===== src/rtl/rs_ecc_pkg.sv =====
package rs_ecc_pkg;

    localparam int GF_W     = 10;
    localparam int GF_ORDER = (1 << GF_W) - 1;
    localparam logic [GF_W:0] GF_POLY = 11'h409;
    localparam int NPAR     = 8;
    localparam int ECC_W    = NPAR * GF_W;
    localparam int BYTE_W   = 8;

    typedef logic [GF_W-1:0] gf_sym_t;

    typedef enum logic [1:0] {
        PH_IDLE = 2'd0,
        PH_DATA = 2'd1,
        PH_PAD  = 2'd2
    } phase_e;

    typedef struct packed {
        logic    clear;
        logic    step;
        gf_sym_t sym;
    } step_cmd_t;

    // multiply a field element by x, then reduce
    function automatic gf_sym_t gf_mulx(input gf_sym_t a);
        logic [GF_W:0] t;
        t = {a, 1'b0};
        if (t[GF_W]) t = t ^ GF_POLY;
        return t[GF_W-1:0];
    endfunction

    function automatic gf_sym_t gf_pow(input int e);
        gf_sym_t p;
        p = gf_sym_t'(1);
        for (int k = 0; k < e; k++) p = gf_mulx(p);
        return p;
    endfunction

    // column j holds alpha^e * x^j
    function automatic logic [GF_W*GF_W-1:0] gf_matrix(input int e);
        logic [GF_W*GF_W-1:0] m;
        gf_sym_t col;
        col = gf_pow(e);
        for (int j = 0; j < GF_W; j++) begin
            m[j*GF_W +: GF_W] = col;
            col = gf_mulx(col);
        end
        return m;
    endfunction

    // generator coefficient exponents, one per remainder position
    function automatic int gen_exp(input int pos);
        case (pos)
            0:       return 'h024;
            1:       return 'h237;
            2:       return 'h193;
            3:       return 'h197;
            4:       return 'h25f;
            5:       return 'h18e;
            6:       return 'h181;
            default: return 'h21c;
        endcase
    endfunction

endpackage


===== src/rtl/rs_gf_cmul.sv =====
module rs_gf_cmul
    import rs_ecc_pkg::*;
#(
    parameter int EXP = 0
) (
    input  logic [GF_W-1:0] din,
    output logic [GF_W-1:0] dout
);
    localparam logic [GF_W*GF_W-1:0] MAT = gf_matrix(EXP);

    always_comb begin
        dout = '0;
        for (int j = 0; j < GF_W; j++) begin
            if (din[j]) dout = dout ^ MAT[j*GF_W +: GF_W];
        end
    end
endmodule


===== src/rtl/rs_rem_lfsr.sv =====
module rs_rem_lfsr
    import rs_ecc_pkg::*;
(
    input  logic             clk,
    input  logic             rst,
    input  step_cmd_t        cmd,
    output logic [ECC_W-1:0] rem_flat
);
    gf_sym_t rem_q [NPAR];
    gf_sym_t rem_d [NPAR];
    gf_sym_t prod  [NPAR];
    gf_sym_t fb;

    assign fb = rem_q[NPAR-1];

    for (genvar g = 0; g < NPAR; g++) begin : g_tap
        rs_gf_cmul #(.EXP(gen_exp(g))) mul_i (
            .din  (fb),
            .dout (prod[g])
        );
        if (g == 0) begin : g_low
            assign rem_d[g] = cmd.sym ^ prod[g];
        end else begin : g_up
            assign rem_d[g] = rem_q[g-1] ^ prod[g];
        end
        assign rem_flat[g*GF_W +: GF_W] = rem_q[g];
    end

    always_ff @(posedge clk) begin
        if (rst || cmd.clear) begin
            for (int i = 0; i < NPAR; i++) rem_q[i] <= '0;
        end else if (cmd.step) begin
            for (int i = 0; i < NPAR; i++) rem_q[i] <= rem_d[i];
        end
    end
endmodule


===== src/rtl/rs_step_ctrl.sv =====
module rs_step_ctrl
    import rs_ecc_pkg::*;
#(
    parameter int DATA_BYTES = 512
) (
    input  logic              clk,
    input  logic              rst,
    input  logic              start,
    input  logic              in_valid,
    input  logic [BYTE_W-1:0] in_byte,
    output step_cmd_t         cmd,
    output logic              busy,
    output logic              in_pad,
    output logic              done
);
    localparam int CNT_W = $clog2(DATA_BYTES);
    localparam int PAD_W = $clog2(NPAR);
    localparam logic [CNT_W-1:0] LAST_DATA = CNT_W'(DATA_BYTES - 1);
    localparam logic [PAD_W-1:0] LAST_PAD  = PAD_W'(NPAR - 1);

    phase_e            phase_q;
    logic [CNT_W-1:0]  dcnt_q;
    logic [PAD_W-1:0]  pcnt_q;
    logic              done_q;

    always_comb begin
        cmd.clear = start;
        cmd.step  = 1'b0;
        cmd.sym   = '0;
        if (!start) begin
            case (phase_q)
                PH_DATA: begin
                    cmd.step = in_valid;
                    cmd.sym  = gf_sym_t'(in_byte);
                end
                PH_PAD:  cmd.step = 1'b1;
                default: cmd.step = 1'b0;
            endcase
        end
    end

    always_ff @(posedge clk) begin
        if (rst) begin
            phase_q <= PH_IDLE;
            dcnt_q  <= '0;
            pcnt_q  <= '0;
            done_q  <= 1'b0;
        end else begin
            done_q <= 1'b0;
            if (start) begin
                phase_q <= PH_DATA;
                dcnt_q  <= '0;
                pcnt_q  <= '0;
            end else begin
                case (phase_q)
                    PH_DATA: if (in_valid) begin
                        dcnt_q <= dcnt_q + 1'b1;
                        if (dcnt_q == LAST_DATA) begin
                            phase_q <= PH_PAD;
                            pcnt_q  <= '0;
                        end
                    end
                    PH_PAD: begin
                        pcnt_q <= pcnt_q + 1'b1;
                        if (pcnt_q == LAST_PAD) begin
                            phase_q <= PH_IDLE;
                            done_q  <= 1'b1;
                        end
                    end
                    default: ;
                endcase
            end
        end
    end

    assign busy   = (phase_q != PH_IDLE);
    assign in_pad = (phase_q == PH_PAD);
    assign done   = done_q;
endmodule


===== src/rtl/rs_sector_ecc.sv =====
module rs_sector_ecc
    import rs_ecc_pkg::*;
#(
    parameter int DATA_BYTES = 512
) (
    input  logic              clk,
    input  logic              rst,
    input  logic              start,
    input  logic              in_valid,
    input  logic [BYTE_W-1:0] in_byte,
    output logic [ECC_W-1:0]  ecc_out,
    output logic              done
);
    step_cmd_t cmd;
    logic      seq_busy;
    logic      seq_pad;

    rs_step_ctrl #(.DATA_BYTES(DATA_BYTES)) ctrl_i (
        .clk      (clk),
        .rst      (rst),
        .start    (start),
        .in_valid (in_valid),
        .in_byte  (in_byte),
        .cmd      (cmd),
        .busy     (seq_busy),
        .in_pad   (seq_pad),
        .done     (done)
    );

    rs_rem_lfsr rem_i (
        .clk      (clk),
        .rst      (rst),
        .cmd      (cmd),
        .rem_flat (ecc_out)
    );
endmodule


===== config.mk =====
export PLATFORM = sky130hd
export DESIGN_NAME = rs_sector_ecc
export DESIGN_NICKNAME = d
export VERILOG_FILES = /design/src/rtl/rs_ecc_pkg.sv /design/src/rtl/rs_gf_cmul.sv /design/src/rtl/rs_rem_lfsr.sv /design/src/rtl/rs_step_ctrl.sv /design/src/rtl/rs_sector_ecc.sv
export SDC_FILE = /design/constraint.sdc
export NUM_CORES = 1
export LEC_CHECK = 0
export BUFFER_PORTS_ARGS = -buffer_cell sky130_fd_sc_hd__buf_2
export CAP_MARGIN = 15
export CORE_MARGIN = 2
export CORE_UTILIZATION = 35
export CTS_CLUSTER_DIAMETER = 30
export DETAILED_ROUTE_END_ITERATION = 8
export GPL_TIMING_DRIVEN = 0
export SLEW_MARGIN = 10
export SYNTH_ARGS = -nofsm -noshare
export SYNTH_HDL_FRONTEND = slang
export SYNTH_SLANG_ARGS = --single-unit
export TNS_END_PERCENT = 100

===== constraint.sdc =====
create_clock -name clk -period 12.7 [get_ports clk]
set_clock_uncertainty 0.05 [all_clocks]
set_input_delay 1.905 -clock clk [delete_from_list [all_inputs] [get_ports clk]]
set_output_delay 1.905 -clock clk [all_outputs]
set_load 0.02 [all_outputs]

==> impl_metrics.yaml, run 1 <==
logic_synthesis:
  synthesis.area_sq_mm: 0.005554
  ys_ff_latch: 95
  synth_fp_nets: 490
  yosys.cell_types.count: 35
  yosys_warnings: 0
  avgSynthCellArea_sq_um: 11.77
  seq_area_frac_synth_pct: 48.66
  syn_inst: 472
setup_path:
  path_common_cell: "clkbuf_1"
  path_cells: "buf_2, or2_2, clkbuf_1, or3_1, clkbuf_1, clkbuf_1, nor3b_1"
  cp-end-kind: "flip-flop"
  slowest_stage: "or3_1"
  start_kind: "input port"
  worstReg2RegStart: "ctrl_i.phase_q[1]"
  critical_path_class: "input port to flip-flop"
  max_stage_delay_ns: 0.40
  critPathMaxFanout: 10
  rr_worst_depth: 9
  worst-path-buf-inv: 4
  reg2reg_slack_ns: 10.04
  reg2reg_to: "rem_i.rem_q[0][13]"
  worstPathRequired_ns: 12.82
  path_delay_family: "simple AND/OR/NAND/NOR gates"
  arrival_ns: 3.78
timing:
  max_freq_ghz: 0.2732
  maxSlewViolCount: 0
  hold_viol: 0
  fin_crit_sh_pct: 28.82
  period_minus_slack_ns: 3.660
  slew_headroom_pct: 35.88
  worst_pin_slew_ns: 0.9549
  fin_tns_setup_ns: 0
  setup_viol: 0
  rsz0062_at_grt: "false"
cells_and_area:
  utilization_pct: 42.55
  nets: 597
  layout_commonest_cell: "xnor2_1"
  n_antenna_cell: 0
  areaGrowthSynthToFinish_pct: 20.39
  post_route_cells_drive_above_1_share_pct: 21.92
  n_fill_cell: 1519
  layout_common_cells: "xnor2_1, buf_2, nor2_1"
  seq_area_sq_mm: 0.002703
  multiInputGateArea_sq_mm: 0.002699
place:
  hpwl_mm: 10.65
  port_buffers: 92
  gpl.final_weighted_congestion: 0.8049
clocking:
  clkTransAtPathRegs_ns: 0.06
  cts_buffers: 9
  cts_tree: "built"
  worstSkewPairLatency_ns: 0.35
  cts.path.max_buffers: 2
  ctsResizeCount: 0
  h-tree-depth: 3
  clock-sinks: 95
  cts_root_buffer: "clkbuf_16"
  cts_setup_buffers: 0
  cts_hold_buf: 0
worst_hold_path:
  min_to: "ctrl_i.dcnt_q[8]"
  hold_path.class: "flip-flop to flip-flop"
  min_from: "ctrl_i.dcnt_q[8]"
  whs_path_depth: 2
floorplan:
  core-area_sq_mm: 0.01571
  die_w_um: 130.0
  initial_core_util_pct: 35.35
  die_area_sq_mm: 0.01689
  rows: 46
  die_y_um: 130.0
  ios: 93
power_and_ir_drop:
  ir_worst_vdd_v: 0.0001006
  p_per_area_mw_per_mm2: 314.8
  p_leak_nw: 2.794
routing:
  drtIter0Drc: 235
  avgViaCountPerCell: 4.644
  antenna_left: 0
  drcViolationCount: 0
  vias: 3715
  dr.pass1.iters: 4
  wl_mm: 14.47
  post_drt_wl_per_cell_um: 18.08
grt:
  grt_overflow: 0
  grt_start_max_net_pins: 21
  grt_antenna_before_repair: 0
  grt_pass1_vias: 3625
  grt_pass1_wl_mm: 21.38
  track_usage_pct: 17.47
outcome:
  status: "finished, final reports clean"
flow_run:
  drv_cap: 0
-- power by group --
part           switching [W]  internal, W
clock network       0.000117     0.000150
logic               0.000734     0.000676
registers          0.0000331     0.000394
total               0.000884      0.00122
-- worst reg2reg max path: stages, from the launching register on --
cell	delay (ns)
dfxtp_1	0.37
inv_1	0.06
ha_1	0.26
and2_1	0.18
buf_2	0.16
nor2_1	0.21
or3_1	0.15
clkbuf_1	0.20
clkbuf_1	0.59
nor3b_1	0.15
-- worst max path at each step --
stage                         end     start  slack (ns)  depth (start not counted)
3_3_place_gp   rem_i.rem_q[0][18]  in_valid        4.26                          5
5_1_grt        rem_i.rem_q[0][13]     start        8.86                          7
6_report       rem_i.rem_q[0][13]     start        9.04                          7
2_1_floorplan   rem_i.rem_q[0][0]  in_valid        6.20                          4
4_1_cts        rem_i.rem_q[0][13]     start        8.94                          7
3_5_place_dp   rem_i.rem_q[0][13]     start        8.61                          7
-- sequential cells by signal (all words and copies together) (netlist names) --
name,flops
rem_i.rem_q,80
ctrl_i.done,1
ctrl_i.pcnt_q,3
ctrl_i.phase_q,2
ctrl_i.dcnt_q,9
-- per-stage QoR --
step | total power (W) | cell area (sq um) | hold WS, ns | cells | worst slack, ns
2_1_floorplan | 0.001563 | 5554 | 0.3900 | 472 | 6.195
3_3_place_gp | 0.001820 | 6285 | 0.3987 | 780 | 4.260
3_5_place_dp | 0.001836 | 6406 | 0.4079 | 784 | 8.609
4_1_cts | 0.002112 | 6686 | 0.4168 | 800 | 8.941
5_1_grt | 0.002230 | 6686 | 0.4449 | 800 | 8.859
6_report | 0.002105 | 6686 | 0.4193 | 800 | 9.040
-- cells in the mapped netlist (all sizes together) --
library cell / number / area (sq um)
ha: 6 / 75.07
and2: 4 / 25.02
xor2: 57 / 525.5
nor2b: 4 / 25.02
clkbuf: 11 / 41.29
or3: 2 / 12.51
xnor2: 118 / 1075
nand4: 3 / 18.77
nand3: 2 / 10.01
a211oi: 1 / 7.510
o21bai: 1 / 7.510
buf: 13 / 103.8
or2: 3 / 18.77
inv: 5 / 18.77
a21oi: 10 / 50.05
nand2: 19 / 71.32
nor2: 88 / 330.3
dfxtp: 15 / 300.3
xor3: 2 / 47.55
o211a: 2 / 20.02
and3: 2 / 12.51
o21ai: 4 / 20.02
mux2i: 1 / 10.01
edfxtp: 80 / 2402
nor3: 5 / 25.02
nor3b: 1 / 7.510
xnor3: 13 / 292.8
-- per-layer routing --
metal	GRT usage, %	routed length [um]	vias to the layer above
li1	-	-	1764
met1	23.01	6479	1815
met5	0	0	-
met4	6.009	212	0
met3	4.387	992	14
met2	28.21	6781	122
-- cell families (layout without fill, tap and decap cells) --
group / after synthesis / after routing / share of synthesized area [%]
AND/OR/NAND/NOR: 133 / 133 / 10.02
XOR/XNOR: 190 / 190 / 34.94
adder cells (fa/ha/maj): 6 / 6 / 1.352
multiplexers: 1 / 1 / 0.1802
buffers and inverters: 29 / 141 / 2.951
flip-flops: 95 / 95 / 48.66
AO/OA/AOI/OAI: 18 / 18 / 1.892
-- cell type report --
class,count,share of cell area (%)
Tap cell,216,4.042
Timing Repair Buffer,96,8.533
Inverter,5,0.2807
Buffer,24,2.171
Clock buffer,10,3.424
Multi-Input combinational cell,348,40.36
Sequential cell,95,40.42
Clock inverter,6,0.7672
Power figures use the tool's default switching activity.
==> inputs of run 2 (changes only) <==
ABC_AREA = 1   (was not set)
clock period = 3.1 ns   (was 12.7 ns; I/O delays follow)
==> run 2 against run 1 <==
Against the previous run: critical endpoint is now rem_i.rem_q[0][19]; critical path depth rose by 2; die area up 4.7%; largest power group unchanged; register-to-register slack worse by 9.3 ns; largest cell class is now multi-input combinational cells; area after synthesis rose by 4.9%.
==> impl_metrics.yaml, run 2 <==
floorplan:
  die_y_um: 133
  core-area_sq_mm: 0.01641
  die_w_um: 133
  initial_core_util_pct: 35.50
  ios: 93
  die_area_sq_mm: 0.01769
  rows: 47
timing:
  setup_viol: 0
  maxSlewViolCount: 0
  rsz0062_at_grt: "false"
  worst_pin_slew_ns: 0.8874
  whs_ns: 0.2779
  period_minus_slack_ns: 2.391
  fin_crit_sh_pct: 77.13
  fin_tns_setup_ns: 0
  slew_headroom_pct: 40.62
  max_freq_ghz: 0.4182
  hold_viol: 0
flow_run:
  drv_cap: 0
logic_synthesis:
  synthesis.area_sq_mm: 0.005824
  synth_compound_area_share_pct: 10.40
  synth_area_leader_cell: "edfxtp_1"
  yosys.cell_types.count: 34
  synth_fp_nets: 668
  seq_area_frac_synth_pct: 46.40
  synth_edf_count: 80
  synth_top_family_by_area: "simple AND/OR/NAND/NOR gates"
  ys_async_sr_fraction_pct: 0
  yosys.area_share.simple_pct: 19.21
  synthMuxAreaShare_pct: 0
  synth_top_cell_area_share_pct: 41.25
  syn_inst: 650
  synth_fa_ha_area_share_pct: 1.289
  synth_area_leaders: "edfxtp_1, nand2_1, xor2_1"
  synthTopCellsByCount: "nand2_1, edfxtp_1, nor2_1"
  ys_ff_latch: 95
  ys.flop_type: "edfxtp_1"
  yosys_warnings: 0
  avgSynthCellArea_sq_um: 8.961
  synthXorXnorAreaFrac_pct: 17.27
  yosysMostFrequentCell: "nand2_1"
routing:
  drcViolationCount: 0
  antenna_left: 0
  wl_mm: 16.72
  vias: 4755
  drtIter0Drc: 381
  dr.pass1.iters: 5
  post_drt_wl_per_cell_um: 17.08
  avgViaCountPerCell: 4.857
power_and_ir_drop:
  ir_worst_vdd_v: 0.0003397
  p_leak_nw: 3.011
  p_per_area_mw_per_mm2: 1014
cells_and_area:
  utilization_pct: 42.11
  areaGrowthSynthToFinish_pct: 18.63
  top_register: "rem_i.rem_q"
  n_antenna_cell: 0
  layout_commonest_cell: "nand2_1"
  post_route_cells_drive_above_1_share_pct: 22.00
  largest_reg_flops: 80
  layout_common_cells: "nand2_1, buf_2, edfxtp_1"
  final_area_sq_mm: 0.006909
  reg.largest.list: "rem_i.rem_q x80, ctrl_i.dcnt_q x9, ctrl_i.pcnt_q x3"
  nets: 772
clocking:
  cts_hold_buf: 0
  cts_tree: "built"
  ctsResizeCount: 0
  cts_buffers: 9
  worstSkewPairLatency_ns: 0.36
  cts_setup_buffers: 0
  clock-sinks: 95
  cts.path.max_buffers: 2
  cts_root_buffer: "clkbuf_16"
  h-tree-depth: 3
  clkTransAtPathRegs_ns: 0.07
setup_path:
  rr_worst_depth: 9
  critical_path_class: "flip-flop to flip-flop"
  worstPathRequired_ns: 3.15
  cp-end-kind: "flip-flop"
  arrival_ns: 2.44
  reg2reg_slack_ns: 0.71
  start_kind: "flip-flop"
  worstReg2RegStart: "ctrl_i.phase_q[1]"
  critical_path.startpoint: "ctrl_i.phase_q[1]"
  reg2reg_to: "rem_i.rem_q[0][19]"
  critPathMaxFanout: 10
worst_hold_path:
  whs_path_depth: 2
  min_from: "rst"
  hold_path.class: "input port to flip-flop"
  min_to: "ctrl_i.phase_q[0]"
grt:
  grt.busiest_layer: "met2"
  grt_util_met1_pct: 25.67
  use_met2_pct: 30.54
  grt_overflow: 0
  grt_start_max_net_pins: 50
  grt_antenna_before_repair: 0
  grt_pass1_vias: 4284
  grt_pass1_wl_mm: 24.80
  track_usage_pct: 18.94
  gr-usage-met3_pct: 3.218
place:
  hpwl_mm: 12.36
  gpl.final_weighted_congestion: 0.8691
  port_buffers: 92
  placed_area_sq_mm: 0.006595
outcome:
  status: "finished, final reports clean"
==> run 2: cell types whose count changed in the layout (fill, tap and decap cells not counted), sizes merged, moves of 4 or more <==
| cell | before | now |
|---|---|---|
| nand2 | 19 | 160 |
| xnor2 | 118 | 50 |
| a21oi | 10 | 61 |
| o21ai | 4 | 55 |
| inv | 5 | 48 |
| nand3 | 2 | 27 |
| nor2 | 88 | 67 |
| xnor3 | 13 | 0 |
| xor2 | 57 | 49 |
| clkinv | 5 | 0 |
| nor2b | 4 | 0 |
==> run 2: area by class of cell <==
class	instances	area, sq um
multi-input combinational	489	2813
timing repair buffer	93	488.0
clock buffer	15	307.8
fill	1623	9498
clock inverter	1	6.256
tap	220	275.3
sequential	95	2703
inverter	47	178.9
buffer	19	137.6
==> run 2: per-layer routing <==
metal	share of wire (%)	vias to the layer above
li1	-	2358
met1	44	2197
met2	47	181
met3	7.2	19
met4	1.8	0
met5	0	-
==> run 2: worst max path at each step <==
stage | slack, ns | depth (start not counted) | to
after global placement | -0.24 | 4 | rem_i.rem_q[0][5]
after CTS | 0.68 | 8 | rem_i.rem_q[0][0]
after floorplan | 0.67 | 6 | rem_i.rem_q[0][0]
final | 0.71 | 9 | rem_i.rem_q[0][19]
after global routing | 0.59 | 9 | rem_i.rem_q[1][5]
after detailed placement | 0.67 | 5 | rem_i.rem_q[0][24]
==> run 2: power by group <==
group          total [W]  switching (W)  internal (W)
sequential       0.00170       0.000128       0.00157
clock            0.00118       0.000495      0.000684
combinational    0.00413        0.00277       0.00136
==> run 2: worst max-delay path, cell delays in order (launching register included) <==
cell	delay, ns
dfxtp_1	0.36
inv_1	0.05
ha_1	0.22
nand2_2	0.14
inv_2	0.09
o21ai_1	0.33
nor2_4	0.14
inv_1	0.29
buf_2	0.36
nor2_1	0.09
==> run 2: stage by stage <==
step,power [W],cells,setup WS (ns)
floorplan,0.004776,650,0.6662
global placement,0.005746,962,-0.2442
detailed placement,0.005793,963,0.6698
CTS,0.006981,979,0.6799
global route,0.007448,979,0.5862
finish,0.007005,979,0.7089
==> run 2: cells by family after synthesis <==
| family | after synthesis |
|---|---|
| AO/OA/AOI/OAI | 119 |
| adder cells (fa/ha/maj) | 6 |
| buffers and inverters | 66 |
| flip-flops | 95 |
| XOR/XNOR | 99 |
| AND/OR/NAND/NOR | 265 |
